## src/rtl/errlog_pkg.sv

```systemverilog
package errlog_pkg;
  localparam int NCAT   = 3;
  localparam int ADDR_W = 4;

  typedef enum logic [1:0] {
    CAT_UNCORR = 2'd0,
    CAT_CORR   = 2'd1,
    CAT_OTHER  = 2'd2,
    CAT_NONE   = 2'd3
  } err_cat_e;

  // enable registers follow the status/alias pairs
  localparam logic [ADDR_W-1:0] ADR_EN_BASE = 4'd6;
  localparam logic [ADDR_W-1:0] ADR_HDR_HI  = 4'd9;
  localparam logic [ADDR_W-1:0] ADR_HDR_LO  = 4'd10;
endpackage

```

## src/rtl/errlog_bank.sv

```systemverilog
module errlog_bank #(
  parameter int W = 64
) (
  input  logic                         clk,
  input  logic                         rst_n,
  input  logic                         ev_hit,
  input  logic [$clog2(W/2)-1:0]       ev_idx,
  input  logic [W-1:0]                 clr_mask,
  input  logic [W-1:0]                 set_mask,
  input  logic                         en_we,
  input  logic [W-1:0]                 en_wdata,
  output logic [W-1:0]                 status,
  output logic [W-1:0]                 enable,
  output logic                         first_log
);
  localparam int HALF  = W / 2;
  localparam int IDX_W = $clog2(HALF);

  logic [IDX_W:0] sec_pos;
  logic [W-1:0]   hw_set;

  assign sec_pos = {1'b0, ev_idx} + (IDX_W+1)'(HALF);

  always_comb begin
    hw_set = '0;
    if (ev_hit && enable[ev_idx]) begin
      if (!status[ev_idx])       hw_set[ev_idx]  = 1'b1;
      else if (!status[sec_pos]) hw_set[sec_pos] = 1'b1;
    end
  end

  // a primary gets logged into a register with no primary yet
  assign first_log = (|hw_set[HALF-1:0]) && !(|status[HALF-1:0]);

  always_ff @(posedge clk or negedge rst_n) begin
    if (!rst_n) begin
      status <= '0;
      enable <= '0;
    end else begin
      // hardware set is applied last so it beats a same-cycle clear
      status <= (status & ~clr_mask) | set_mask | hw_set;
      if (en_we) enable <= en_wdata;
    end
  end
endmodule

```

## src/rtl/errlog_hdr.sv

```systemverilog
module errlog_hdr #(
  parameter int W = 64
) (
  input  logic           clk,
  input  logic           rst_n,
  input  logic           cap,
  input  logic [2*W-1:0] hdr,
  output logic [W-1:0]   log_hi,
  output logic [W-1:0]   log_lo
);
  localparam int HW = 2 * W;

  logic four_dw;
  // format field sits in bits 6:5 of byte 0; odd values mean a 4-dword header
  assign four_dw = hdr[HW-3];

  always_ff @(posedge clk or negedge rst_n) begin
    if (!rst_n) begin
      log_hi <= '0;
      log_lo <= '0;
    end else if (cap) begin
      log_hi <= hdr[HW-1 -: W];
      log_lo <= {hdr[W-1 -: W/2], four_dw ? hdr[W/2-1:0] : {(W/2){1'b0}}};
    end
  end
endmodule

```

## src/rtl/errlog_access.sv

```systemverilog
module errlog_access
  import errlog_pkg::*;
#(
  parameter int W = 64
) (
  input  logic                      clk,
  input  logic                      rst_n,
  input  logic                      reg_wr,
  input  logic                      reg_rd,
  input  logic [ADDR_W-1:0]         reg_addr,
  input  logic [W-1:0]              reg_wdata,
  input  logic [NCAT-1:0][W-1:0]    stat_all,
  input  logic [NCAT-1:0][W-1:0]    en_all,
  input  logic [W-1:0]              hdr_hi,
  input  logic [W-1:0]              hdr_lo,
  output logic [NCAT-1:0][W-1:0]    clr_all,
  output logic [NCAT-1:0][W-1:0]    set_all,
  output logic [NCAT-1:0]           en_we,
  output logic                      rd_valid,
  output logic [W-1:0]              rd_data
);
  for (genvar c = 0; c < NCAT; c++) begin : g_dec
    assign clr_all[c] = (reg_wr && reg_addr == ADDR_W'(2*c))   ? reg_wdata : '0;
    assign set_all[c] = (reg_wr && reg_addr == ADDR_W'(2*c+1)) ? reg_wdata : '0;
    assign en_we[c]   = reg_wr && (reg_addr == ADR_EN_BASE + ADDR_W'(c));
  end

  logic [W-1:0] rd_mux;
  always_comb begin
    rd_mux = '0;
    for (int c = 0; c < NCAT; c++) begin
      if (reg_addr == ADDR_W'(2*c) || reg_addr == ADDR_W'(2*c+1)) rd_mux = stat_all[c];
      if (reg_addr == ADR_EN_BASE + ADDR_W'(c))                   rd_mux = en_all[c];
    end
    if (reg_addr == ADR_HDR_HI) rd_mux = hdr_hi;
    if (reg_addr == ADR_HDR_LO) rd_mux = hdr_lo;
  end

  always_ff @(posedge clk or negedge rst_n) begin
    if (!rst_n) begin
      rd_valid <= 1'b0;
      rd_data  <= '0;
    end else begin
      rd_valid <= reg_rd;
      if (reg_rd) rd_data <= rd_mux;
    end
  end
endmodule

```

## src/rtl/errlog_top.sv

```systemverilog
module errlog_top
  import errlog_pkg::*;
#(
  parameter int W = 64
) (
  input  logic                     clk,
  input  logic                     rst_n,
  input  logic                     evt_valid,
  output logic                     evt_ready,
  input  logic [1:0]               evt_cat,
  input  logic [$clog2(W/2)-1:0]   evt_idx,
  input  logic                     evt_has_hdr,
  input  logic [2*W-1:0]           evt_hdr,
  input  logic                     reg_wr,
  input  logic                     reg_rd,
  input  logic [ADDR_W-1:0]        reg_addr,
  input  logic [W-1:0]             reg_wdata,
  output logic                     rd_valid,
  output logic [W-1:0]             rd_data
);
  localparam logic [NCAT-1:0] HDR_CAT_MASK = NCAT'(1) << CAT_UNCORR;

  logic [NCAT-1:0][W-1:0] stat_all, en_all, clr_all, set_all;
  logic [NCAT-1:0]        en_we, first_log, hit;
  logic [W-1:0]           hdr_hi, hdr_lo;
  logic                   cap;

  assign evt_ready = rst_n;

  for (genvar c = 0; c < NCAT; c++) begin : g_bank
    assign hit[c] = evt_valid && evt_ready && (evt_cat == 2'(c));
    errlog_bank #(.W(W)) u_bank (
      .clk      (clk),
      .rst_n    (rst_n),
      .ev_hit   (hit[c]),
      .ev_idx   (evt_idx),
      .clr_mask (clr_all[c]),
      .set_mask (set_all[c]),
      .en_we    (en_we[c]),
      .en_wdata (reg_wdata),
      .status   (stat_all[c]),
      .enable   (en_all[c]),
      .first_log(first_log[c])
    );
  end

  assign cap = evt_has_hdr && |(first_log & HDR_CAT_MASK);

  errlog_hdr #(.W(W)) u_hdr (
    .clk   (clk),
    .rst_n (rst_n),
    .cap   (cap),
    .hdr   (evt_hdr),
    .log_hi(hdr_hi),
    .log_lo(hdr_lo)
  );

  errlog_access #(.W(W)) u_acc (
    .clk      (clk),
    .rst_n    (rst_n),
    .reg_wr   (reg_wr),
    .reg_rd   (reg_rd),
    .reg_addr (reg_addr),
    .reg_wdata(reg_wdata),
    .stat_all (stat_all),
    .en_all   (en_all),
    .hdr_hi   (hdr_hi),
    .hdr_lo   (hdr_lo),
    .clr_all  (clr_all),
    .set_all  (set_all),
    .en_we    (en_we),
    .rd_valid (rd_valid),
    .rd_data  (rd_data)
  );
endmodule

```

## config.mk

```make
export PLATFORM = sky130hd
export DESIGN_NAME = errlog_top
export DESIGN_NICKNAME = d
export VERILOG_FILES = /design/src/rtl/errlog_pkg.sv /design/src/rtl/errlog_bank.sv /design/src/rtl/errlog_hdr.sv /design/src/rtl/errlog_access.sv /design/src/rtl/errlog_top.sv
export SDC_FILE = /design/constraint.sdc
export NUM_CORES = 1
export LEC_CHECK = 0
export BUFFER_PORTS_ARGS = -buffer_cell sky130_fd_sc_hd__buf_2
export CAP_MARGIN = 30
export CORE_MARGIN = 4
export CORE_UTILIZATION = 50
export DETAILED_ROUTE_END_ITERATION = 16
export MAX_ROUTING_LAYER = met4
export PLACE_DENSITY = 0.68
export SLEW_MARGIN = 20
export SYNTH_ARGS = -nofsm -noshare
export SYNTH_HDL_FRONTEND = slang
export SYNTH_HIERARCHICAL = 1
export SYNTH_SLANG_ARGS = --single-unit
```

## constraint.sdc

```tcl
create_clock -name clk -period 2.85 [get_ports clk]
set_input_delay 0.57 -clock clk [delete_from_list [all_inputs] [get_ports clk]]
set_output_delay 0.57 -clock clk [all_outputs]
set_load 0.01 [all_outputs]
```

# Word level (Yosys, flattened, before mapping)
# Cells that the tools add are included.
word_totals:
  ff_bits: 577
  latch_bits: 0
  ramBits: 0
  mem_bits_ro: 0
  mem_count: 0
classes:
  addsub: 1
  n_mul: 0
  div_mod_pow: 0
  order_cmp: 4
  n_eq_ne: 12
  shifts: 0
  muxes: 46
  bitwise: 12
  reduce_logical: 28
ops:
  columns: ["op", "n"]
  rows:
  - ["$mux W64", 23]
  - ["$or A64 B64 Y64", 6]
  - ["$and A64 B64 Y64", 3]
  - ["$not A64 Y64", 3]
  - ["$reduce_or A32 Y1", 2]
  - ["$mux W32", 1]
  - ["$bmux W1 S5", 6]
  - ["$logic_and A1 B1 Y1", 20]
  - ["$bmux W1 S6", 3]
  - ["$eq A4 B3 Y1 const B", 4]
  - ["$eq A4 B4 Y1 const B", 3]
  - ["$mux W1", 11]
  - ["$eq A4 B2 Y1 const B", 2]
  - ["$lt A5 B7 Y1 const B", 1]
  - ["$lt A6 B7 Y1 const B", 1]
  - ["$add A5 B6 Y6 const B", 1]
  - ["$demux W1 S6", 1]
  - ["$ge A6 B1 Y1 const B", 1]
  - ["$demux W1 S5", 1]
  - ["$ge A5 B1 Y1 const B", 1]
  - ["$eq A4 B1 Y1 const B", 1]
  - ["$logic_not A4 Y1", 1]
  - ["$logic_or A1 B1 Y1", 3]
  - ["$eq A2 B1 Y1 const B", 1]
  - ["3 further kinds", 3]

# Depth between registers and ports, before layout
# Gate-level depths: netlist of the first run.
logic_depth:
  word_depth: 11
  mapped_depth: 15

# By module
# The synthesis of the first run kept the hierarchy.
modules_own_cells:
  columns: ["mod", "instances", "cells_each", "area_each_um2"]
  rows:
  - ["errlog_bank at g_bank[1].u_bank ...", 2, 582, 6316.1]
  - ["errlog_access", 1, 1554, 10302.4]
  - ["errlog_bank at g_bank[0].u_bank", 1, 536, 6039.5]
  - ["errlog_hdr", 1, 342, 5001.0]
  - ["errlog_top", 1, 5, 48.8]

# Worst setup path before layout of the first run
# No wires, ideal clock.
synth_timing:
  kind: "input -> register"
  from: "in evt_idx[1]"
  to: "reg u_hdr.log_hi[26]"
  setup_ns: 0.125
  arrival_time_ns: 2.839
  required_ns: 2.725
  setup_slack_ns: -0.114
  stages: 12
  cell_sequence: "buf_2 > or3b_2 > o32ai_1 > nor4b_1 > o211ai_2 > nand2_1 > nor3_1 > and2_1 > buf_6 > buf_6 > buf_6 > mux2_4"
synth_between:
  elab_chain_len: 11
  elab_cells_between_ends: 24
  cone_classes: "add/sub: 1; order compare: 4; mux: 13; reduce/logical: 6"
synth_rtl:
  columns: ["element", "line_no", "source"]
  rows:
  - ["start: declaration", "errlog_top.sv:11", "input logic [$clog2(W/2)-1:0] evt_idx,"]
  - ["$add A5 B6 Y6", "errlog_bank.sv:22", "assign sec_pos = {1'b0, ev_idx} + (IDX_W+1)'(HALF);"]
  - ["$lt A6 B7 Y1 (implied by the code) / $ge A6 B1 Y1 (equally long branches)", "errlog_bank.sv:28", "else if (!status[sec_pos]) hw_set[sec_pos] = 1'b1;"]
  - ["$logic_and A1 B1 Y1 (implied by the code)", "errlog_bank.sv:28", null]
  - ["$mux W1 (implied by the code)", "errlog_bank.sv:28", null]
  - ["$demux W1 S6", null, null]
  - ["$mux W64", "errlog_bank.sv:28", null]
  - ["$mux W64", "errlog_bank.sv:27", "if (!status[ev_idx]) hw_set[ev_idx] = 1'b1;"]
  - ["$mux W64 *", "errlog_bank.sv:26", "if (ev_hit && enable[ev_idx]) begin"]
  - ["$reduce_or A32 Y1 *", "errlog_bank.sv:33", "assign first_log = (|hw_set[HALF-1:0]) && !(|status[HALF-1:0]);"]
  - ["$logic_and A1 B1 Y1 *", "errlog_bank.sv:33", null]
  - ["named net first_log[0]", "errlog_top.sv:24", "logic [NCAT-1:0] en_we, first_log, hit;"]
  - ["$logic_and A1 B1 Y1 *", "errlog_top.sv:47", "assign cap = evt_has_hdr && |(first_log & HDR_CAT_MASK);"]
  - ["named net cap", "errlog_top.sv:26", "logic cap;"]
  - ["end signal: assignment", "errlog_hdr.sv:22", "log_hi <= hdr[HW-1 -: W];"]
  - ["end: declaration", "errlog_hdr.sv:8", "output logic [W-1:0] log_hi,"]
# The timed path passes the listed nets; every way through them passes the cells marked *. The select of a mux whose other input is x is not followed.
# A chain may end at the register's enable or synchronous reset.

# Worst setup path in the final report of the first run
layout_timing:
  from: "reg g_bank[0].u_bank.enable[23]"
  to: "reg u_hdr.log_lo[44]"
layout_between:
  elab_chain_len: 7
layout_rtl:
  columns: ["element", "line_no", "source"]
  rows:
  - ["start: declaration", "errlog_bank.sv:13", "output logic [W-1:0] enable,"]
  - ["start signal: assignment", "errlog_bank.sv:42", "if (en_we) enable <= en_wdata;"]
  - ["$bmux W1 S5", "errlog_bank.sv:26", null]
  - ["$mux W1 (implied by the code)", "errlog_bank.sv:26", null]
  - ["$logic_and A1 B1 Y1", "errlog_bank.sv:26", null]
  - ["$mux W64", "errlog_bank.sv:26", null]
  - ["$reduce_or A32 Y1", "errlog_bank.sv:33", null]
  - ["$logic_and A1 B1 Y1", "errlog_bank.sv:33", null]
  - ["named net first_log[0]", "errlog_top.sv:24", null]
  - ["$logic_and A1 B1 Y1", "errlog_top.sv:47", null]
  - ["named net cap", "errlog_top.sv:26", null]
  - ["end signal: assignment", "errlog_hdr.sv:23", "log_lo <= {hdr[W-1 -: W/2], four_dw ? hdr[W/2-1:0] : {(W/2){1'b0}}};"]
  - ["end: declaration", "errlog_hdr.sv:9", "output logic [W-1:0] log_lo"]
# The timed path passes the listed nets, and every way through them passes these cells. The select of a mux whose other input is x is not followed.

==> qor.yml, run 1 <==
sta:
  hold_viol_final: 0
  worst_pin_slew_ps: 1050
  slew_viol_final: 0
  finalCritPeriodShare_pct: 89.1
  setup_viol: 0
  max_freq_ghz: 0.394
  period_minus_slack_ps: 2540
  fin_tns_setup_ps: 0
  slew_headroom_pct: 30.0
  finalClockSkew_ps: 21.5
  rsz0062_at_grt: "false"
worst_setup_path:
  crit_path_max_incr_delay_ps: 440
  worstPathMaxFanout: 23
  crit_path_start_kind: "flip-flop"
  cp_common_cell: "buf_4"
  critPathCaptureType: "flip-flop"
  crit_required_ps: 3390
  cp_cell_sequence: "mux2i_1, buf_4, o32ai_2, nor4b_1, o211ai_2, nand2_1, nor3_1, and2_4, buf_4, buf_12, mux2_2"
  arrival_ps: 3080
  crit_type: "reg -> reg"
  crit_slowest_cell: "dfrtp_1"
status:
  status: "complete, no violations"
clocking:
  cts.sinks: 577
  worstSkewPairLatency_ps: 660
  root_buffer: "clkbuf_16"
  cts_max_path_buffers: 3
  cts_tree: "built"
  clk_pin_slew_ps: 60
  cts_buffers: 61
  htreeDepth: 2
drt:
  drt_iter0_drc: 3897
  route.detailed.drc: 0
  vias: 30300
  wl_per_cell_microns: 26.3
  detail_route.first_pass.iterations: 6
  postRouteAntennaNets: 0
  vias_per_cell: 6.30
  routed_wl_mm: 127
final_layout:
  areaGrowthSynthToFinish_pct: 17.7
  num-nets-final: 4096
  fill_cells: 5699
  regArea_sq_mm: 0.0144
  finalNonFillerCells: 4820
  final_core_util_pct: 59.3
  drive_above_1_share_pct: 26.9
  multi_input_area_sq_mm: 0.0171
floorplanning:
  fp.dieW_microns: 268
  coreArea_sq_mm: 0.0672
  initial_core_util_pct: 50.4
  dieArea_sq_mm: 0.0720
  rows: 95
  top_level_ports: 275
  die_y_microns: 268
grt:
  antenna_found_initial: 7
  overflow: 0
  grt_pass1_wl_mm: 188
  grt_pass1_vias: 28600
  grt_max_degree: 130
  grt_use_total_pct: 35.3
synthesis:
  netlist_area_sq_mm: 0.0339
  avgSynthCellArea_sq_um: 9.47
  synth_warnings: 6
  postSynthCellCount: 3577
  syn_nets: 3786
power_and_ir_drop:
  power.density_mw_per_mm2: 635
  max-vdd-ir-drop_mv: 0.497
  leakage_nw: 17.1
hold_path:
  hold_class: "in -> reg"
place:
  placed_cells: 4695
  dp_hpwl_mm: 89.1
  place_congestion: 1.09
  numPortBuffers: 274
run:
  max_cap_violations: 0
-- registers in the layout (all words and copies together) (netlist names) --
name	count
g_bank.u_bank/enable	192
g_bank.u_bank/status	192
u_acc/rd_data	64
u_acc/rd_valid	1
u_hdr/log_hi	64
u_hdr/log_lo	64
-- through the flow --
stage	area (sq um)	worst slack, ps	power [W]	hold WS, ps
2_1_floorplan	33900	0.275	0.0139	274
3_3_place_gp	37600	-287	0.0165	490
3_5_place_dp	37600	-324	0.0166	493
4_1_cts	39800	186	0.0252	120
5_1_grt	39800	156	0.0262	128
6_report	39800	312	0.0253	138
-- metal layers --
| layer | global-route usage [%] | part of all wire, % | vias to the layer above |
|---|---|---|---|
| li1 | - | - | 13300 |
| met1 | 49.7 | 42 | 15100 |
| met2 | 50.0 | 43 | 1637 |
| met3 | 9.61 | 12 | 266 |
| met4 | 10.9 | 3.5 | 0 |
| met5 | - | 0 | - |
-- cells in the final DEF (no fill, tap or decap), types with 136 or more instances in the layout --
cell / instances
inv_1: 290
and2_1: 392
mux2_2: 252
buf_2: 267
a21oi_1: 452
o22ai_1: 173
dfrtp_1: 577
o21ai_0: 220
o21ai_1: 136
buf_4: 214
-- cell type report --
cell class              count  area share [%]
inverters                 291            2.74
repair buffers            532            9.89
clock inverters            24           0.842
flip-flops and latches    577            36.2
clock buffers              89            4.53
diodes                     10          0.0628
multi-input cells        2424            42.9
well taps                 873            2.74
-- worst max-delay path: cells and delay by family (launching register included) --
kind                   cells  cell delay [ps]
buffers and inverters      3              590
flip-flops                 1              440
multiplexers               2              480
AO/OA/AOI/OAI              2              360
AND/OR/NAND/NOR            4              550
-- repair_timing --
action                                 4_1_cts  5_1_grt
setup buffers                                0        2
endpoints found under the hold margin        0        0
gates resized for setup                      0        0
hold buffers                                 0        0
setup endpoints to repair                    0        3
-- final timing paths --
kind                                        startpoint                          end  slack (ps)  cells past startpoint
setup / recovery           g_bank[0].u_bank/enable[23]             u_hdr/log_lo[44]         310                     11
min in group asynchronous                        rst_n  g_bank[0].u_bank/enable[39]         280                      3
hold / removal                            evt_hdr[112]             u_hdr/log_hi[48]         140                      2
max in group asynchronous                        rst_n             u_hdr/log_lo[18]        1410                      4
hold reg to reg                       u_hdr/log_lo[58]             u_hdr/log_lo[58]         500                      1
setup reg to reg           g_bank[0].u_bank/enable[23]             u_hdr/log_lo[44]         310                     11
-- power by group --
part / internal [W] / switching, W / total (W) / leakage, nW
Clock: 0.00501 / 0.00353 / 0.00855 / 1.06
Sequential: 0.00966 / 0.00151 / 0.0112 / 7.10
Combinational: 0.00247 / 0.00310 / 0.00557 / 8.90
(Power assumes the default switching activity.)
==> run 2: changes to the inputs <==
--- a/config.mk
+++ b/config.mk
@@ -8,10 +8,9 @@
 export BUFFER_PORTS_ARGS = -buffer_cell sky130_fd_sc_hd__buf_2
 export CAP_MARGIN = 30
 export CORE_MARGIN = 4
-export CORE_UTILIZATION = 50
+export CORE_UTILIZATION = 28
 export DETAILED_ROUTE_END_ITERATION = 16
 export MAX_ROUTING_LAYER = met4
-export PLACE_DENSITY = 0.68
 export SLEW_MARGIN = 20
 export SYNTH_ARGS = -nofsm -noshare
 export SYNTH_HDL_FRONTEND = slang
==> constraint.sdc (replaced) <==
create_clock -name clk -period 2.85 [get_ports clk]
set_input_delay 0.57 -clock clk [delete_from_list [all_inputs] [get_ports clk]]
set_output_delay 0.57 -clock clk [all_outputs]
set_load 0.05 [all_outputs]
==> run 2 against run 1 <==
  * Worst hold slack improved by 19 ps
  * Clock power grew 9.2%
  * Clock skew grew 14 ps
  * Largest power group unchanged
  * Core utilization decreased by 25 points
  * Register-to-register slack lost 30 ps
  * Sequential share of layout area fell by 1.3 points
  * Maximum frequency fell by 3.0%
  * Routed wire length grew 7.1%
  * Sequential cell count did not move
  * Sequential power about the same
  * Via count down 1.1%
  * Worst setup slack got worse by 79 ps
==> qor.yml, run 2 (synthesis results as in run 1) <==
power_and_ir_drop:
  swShare_pct: 33.0  # was 32.2%
  p_clk_share_pct: 35.2  # was 33.8%
  max-vdd-ir-drop_mv: 0.640  # was 0.497 mV
  combPwrFrac_pct: 22.8  # was 22.0%
  power.switching_w: 0.00876  # was 0.00814 W
  leakage_nw: 17.3  # was 17.1 nW
  power.density_mw_per_mm2: 641  # was 635 mW/mm^2
  power.internal_w: 0.0178  # was 0.0171 W
  pwr-share-seq_pct: 42.0  # was 44.2%
floorplanning:
  fp.dieW_microns: 356  # was 268 microns
  dieArea_sq_mm: 0.127  # was 0.0720 sq mm
  rows: 127  # was 95
  top_level_ports: 275  # unchanged
  die_y_microns: 356  # was 268 microns
  initial_core_util_pct: 28.2  # was 50.4%
  coreArea_sq_mm: 0.120  # was 0.0672 sq mm
sta:
  worst_slack_ps: 232  # was 312 ps
  slew_headroom_pct: 31.6  # was 30.0%
  finalClockSkew_ps: 35.8  # was 21.5 ps
  worst_pin_slew_ps: 1030  # was 1050 ps
  max_freq_ghz: 0.382  # was 0.394 GHz
  period_minus_slack_ps: 2620  # was 2540 ps
  finalCritPeriodShare_pct: 91.8  # was 89.1%
  hold_viol_final: 0  # unchanged
  rsz0062_at_grt: "false"  # unchanged
  slew_viol_final: 0  # unchanged
  setup_viol: 0  # unchanged
grt:
  grt_use_total_pct: 21.4  # was 35.3%
  grt_max_degree: 171  # was 130
  overflow: 0  # unchanged
  grt_pass1_wl_mm: 199  # was 188 mm
  antenna_found_initial: 20  # was 7
  grt_pass1_vias: 29000  # was 28600
worst_setup_path:
  critPathCaptureType: "output port"  # was flip-flop
  arrival_ps: 2050  # was 3080 ps
  crit_slowest_cell: "dlygate4sd3_1"  # was dfrtp_1
  worstPathMaxFanout: 47  # was 23
  crit_required_ps: 2280  # was 3390 ps
  cp_cell_sequence: "dlygate4sd3_1, buf_8, buf_12, buf_2"  # was mux2i_1, buf_4, o32ai_2, nor4b_1, o211ai_2, nand2_1, nor3_1, and2_4, buf_4, buf_12, mux2_2
  crit_path_max_incr_delay_ps: 560  # was 440 ps
  crit_type: "in -> out"  # was reg -> reg
  crit_path_start_kind: "input port"  # was flip-flop
final_layout:
  final_common_cell: "dfrtp_1"  # unchanged
  areaGrowthSynthToFinish_pct: 22.2  # was 17.7%
  reg_top3: "g_bank.u_bank/enable x192, g_bank.u_bank/status x192"  # unchanged
  fin_area_sq_mm: 0.0414  # was 0.0398 sq mm
  finalNonFillerCells: 5603  # was 4820
  layout.cells.most_common_list: "dfrtp_1 (577), a21oi_1 (452), and2_1 (392), inv_1 (290), buf_2 (267)"  # unchanged
  final_core_util_pct: 34.5  # was 59.3%
  num-nets-final: 4134  # was 4096
  drive_above_1_share_pct: 27.7  # was 26.9%
drt:
  drt_iter0_drc: 2647  # was 3897
  wl_per_cell_microns: 24.2  # was 26.3 microns
  detail_route.first_pass.iterations: 6  # unchanged
  vias: 30000  # was 30300
  postRouteAntennaNets: 0  # unchanged
  routed_wl_mm: 136  # was 127 mm
  vias_per_cell: 5.35  # was 6.30
  route.detailed.drc: 0  # unchanged
clocking:
  cts_tree: "built"  # unchanged
  cts_setup_buffers: 0  # unchanged
  cts.sinks: 577  # unchanged
  cts_hold_buf: 1  # was 0
  cts_buffers: 67  # was 61
  htreeDepth: 3  # was 2
  clk_pin_slew_ps: 60  # about the same
  cts_resized: 0  # unchanged
  root_buffer: "clkbuf_16"  # unchanged
  worstSkewPairLatency_ps: 650  # was 660 ps
  cts_max_path_buffers: 3  # unchanged
place:
  place_ws_ps: -202  # was -324 ps
  placed_cells: 5466  # was 4695
  dpl_cell_area_sq_mm: 0.0389  # was 0.0376 sq mm
  place_congestion: 1.01  # was 1.09
  numPortBuffers: 274  # unchanged
  dp_hpwl_mm: 99.2  # was 89.1 mm
status:
  status: "complete, no violations"  # unchanged
run:
  max_cap_violations: 0  # unchanged
hold_path:
  hold_class: "in -> reg"  # unchanged
run 2: stage by stage:
stage               power [W]  hold WS (ps)  setup TNS (ps)
finish                 0.0265           158               0
global route           0.0276           147               0
CTS                    0.0266           123               0
detailed placement     0.0172           418          -30520
global placement       0.0171           417          -24380
floorplan              0.0142           274               0
run 2: area by class of cell:
| type | instances | area (sq um) |
|---|---|---|
| Clock buffer | 85 | 1850 |
| Antenna cell | 14 | 35.0 |
| Clock inverter | 36 | 494 |
| Fill cell | 12100 | 78600 |
| Tap cell | 1612 | 2020 |
| Inverter | 291 | 1090 |
| Timing Repair Buffer | 564 | 4330 |
| Multi-Input combinational cell | 2424 | 17100 |
| Sequential cell | 577 | 14400 |
run 2: critical path: cells and delay by family:
| kind | cells | cell delay (ps) |
|---|---|---|
| buf+inv | 4 | 1430 |
run 2: path summary, 6_finish.rpt:
kind | startpoint | end | slack, ps | cells after the start
worst max-delay path | rst_n | evt_ready | 230 | 4
worst min-delay path | evt_hdr[78] | u_hdr/log_hi[14] | 160 | 2
worst max register to register | g_bank[0].u_bank/enable[31] | u_hdr/log_hi[63] | 280 | 11
worst min register to register | u_hdr/log_lo[48] | u_hdr/log_lo[48] | 510 | 1
max in group asynchronous | rst_n | u_hdr/log_hi[16] | 840 | 4
min in group asynchronous | rst_n | g_bank[1].u_bank/status[58] | 360 | 2
run 2: routing by layer:
metal	up-vias	track usage, %	routed length (microns)
met4	0	8.23	5480
met2	1188	32.9	61500
li1	13400	-	-
met5	-	-	0
met1	15200	28.3	58400
met3	232	3.49	10300
run 2: power by group through the flow:
stage / combinational (W) / sequential [W] / clock, W
finish: 0.00604 / 0.0111 / 0.00934
global route: 0.00647 / 0.0113 / 0.00984
CTS: 0.00599 / 0.0111 / 0.00952
detailed placement: 0.00596 / 0.0112 / 0
global placement: 0.00587 / 0.0112 / 0
floorplan: 0.00316 / 0.0110 / 0
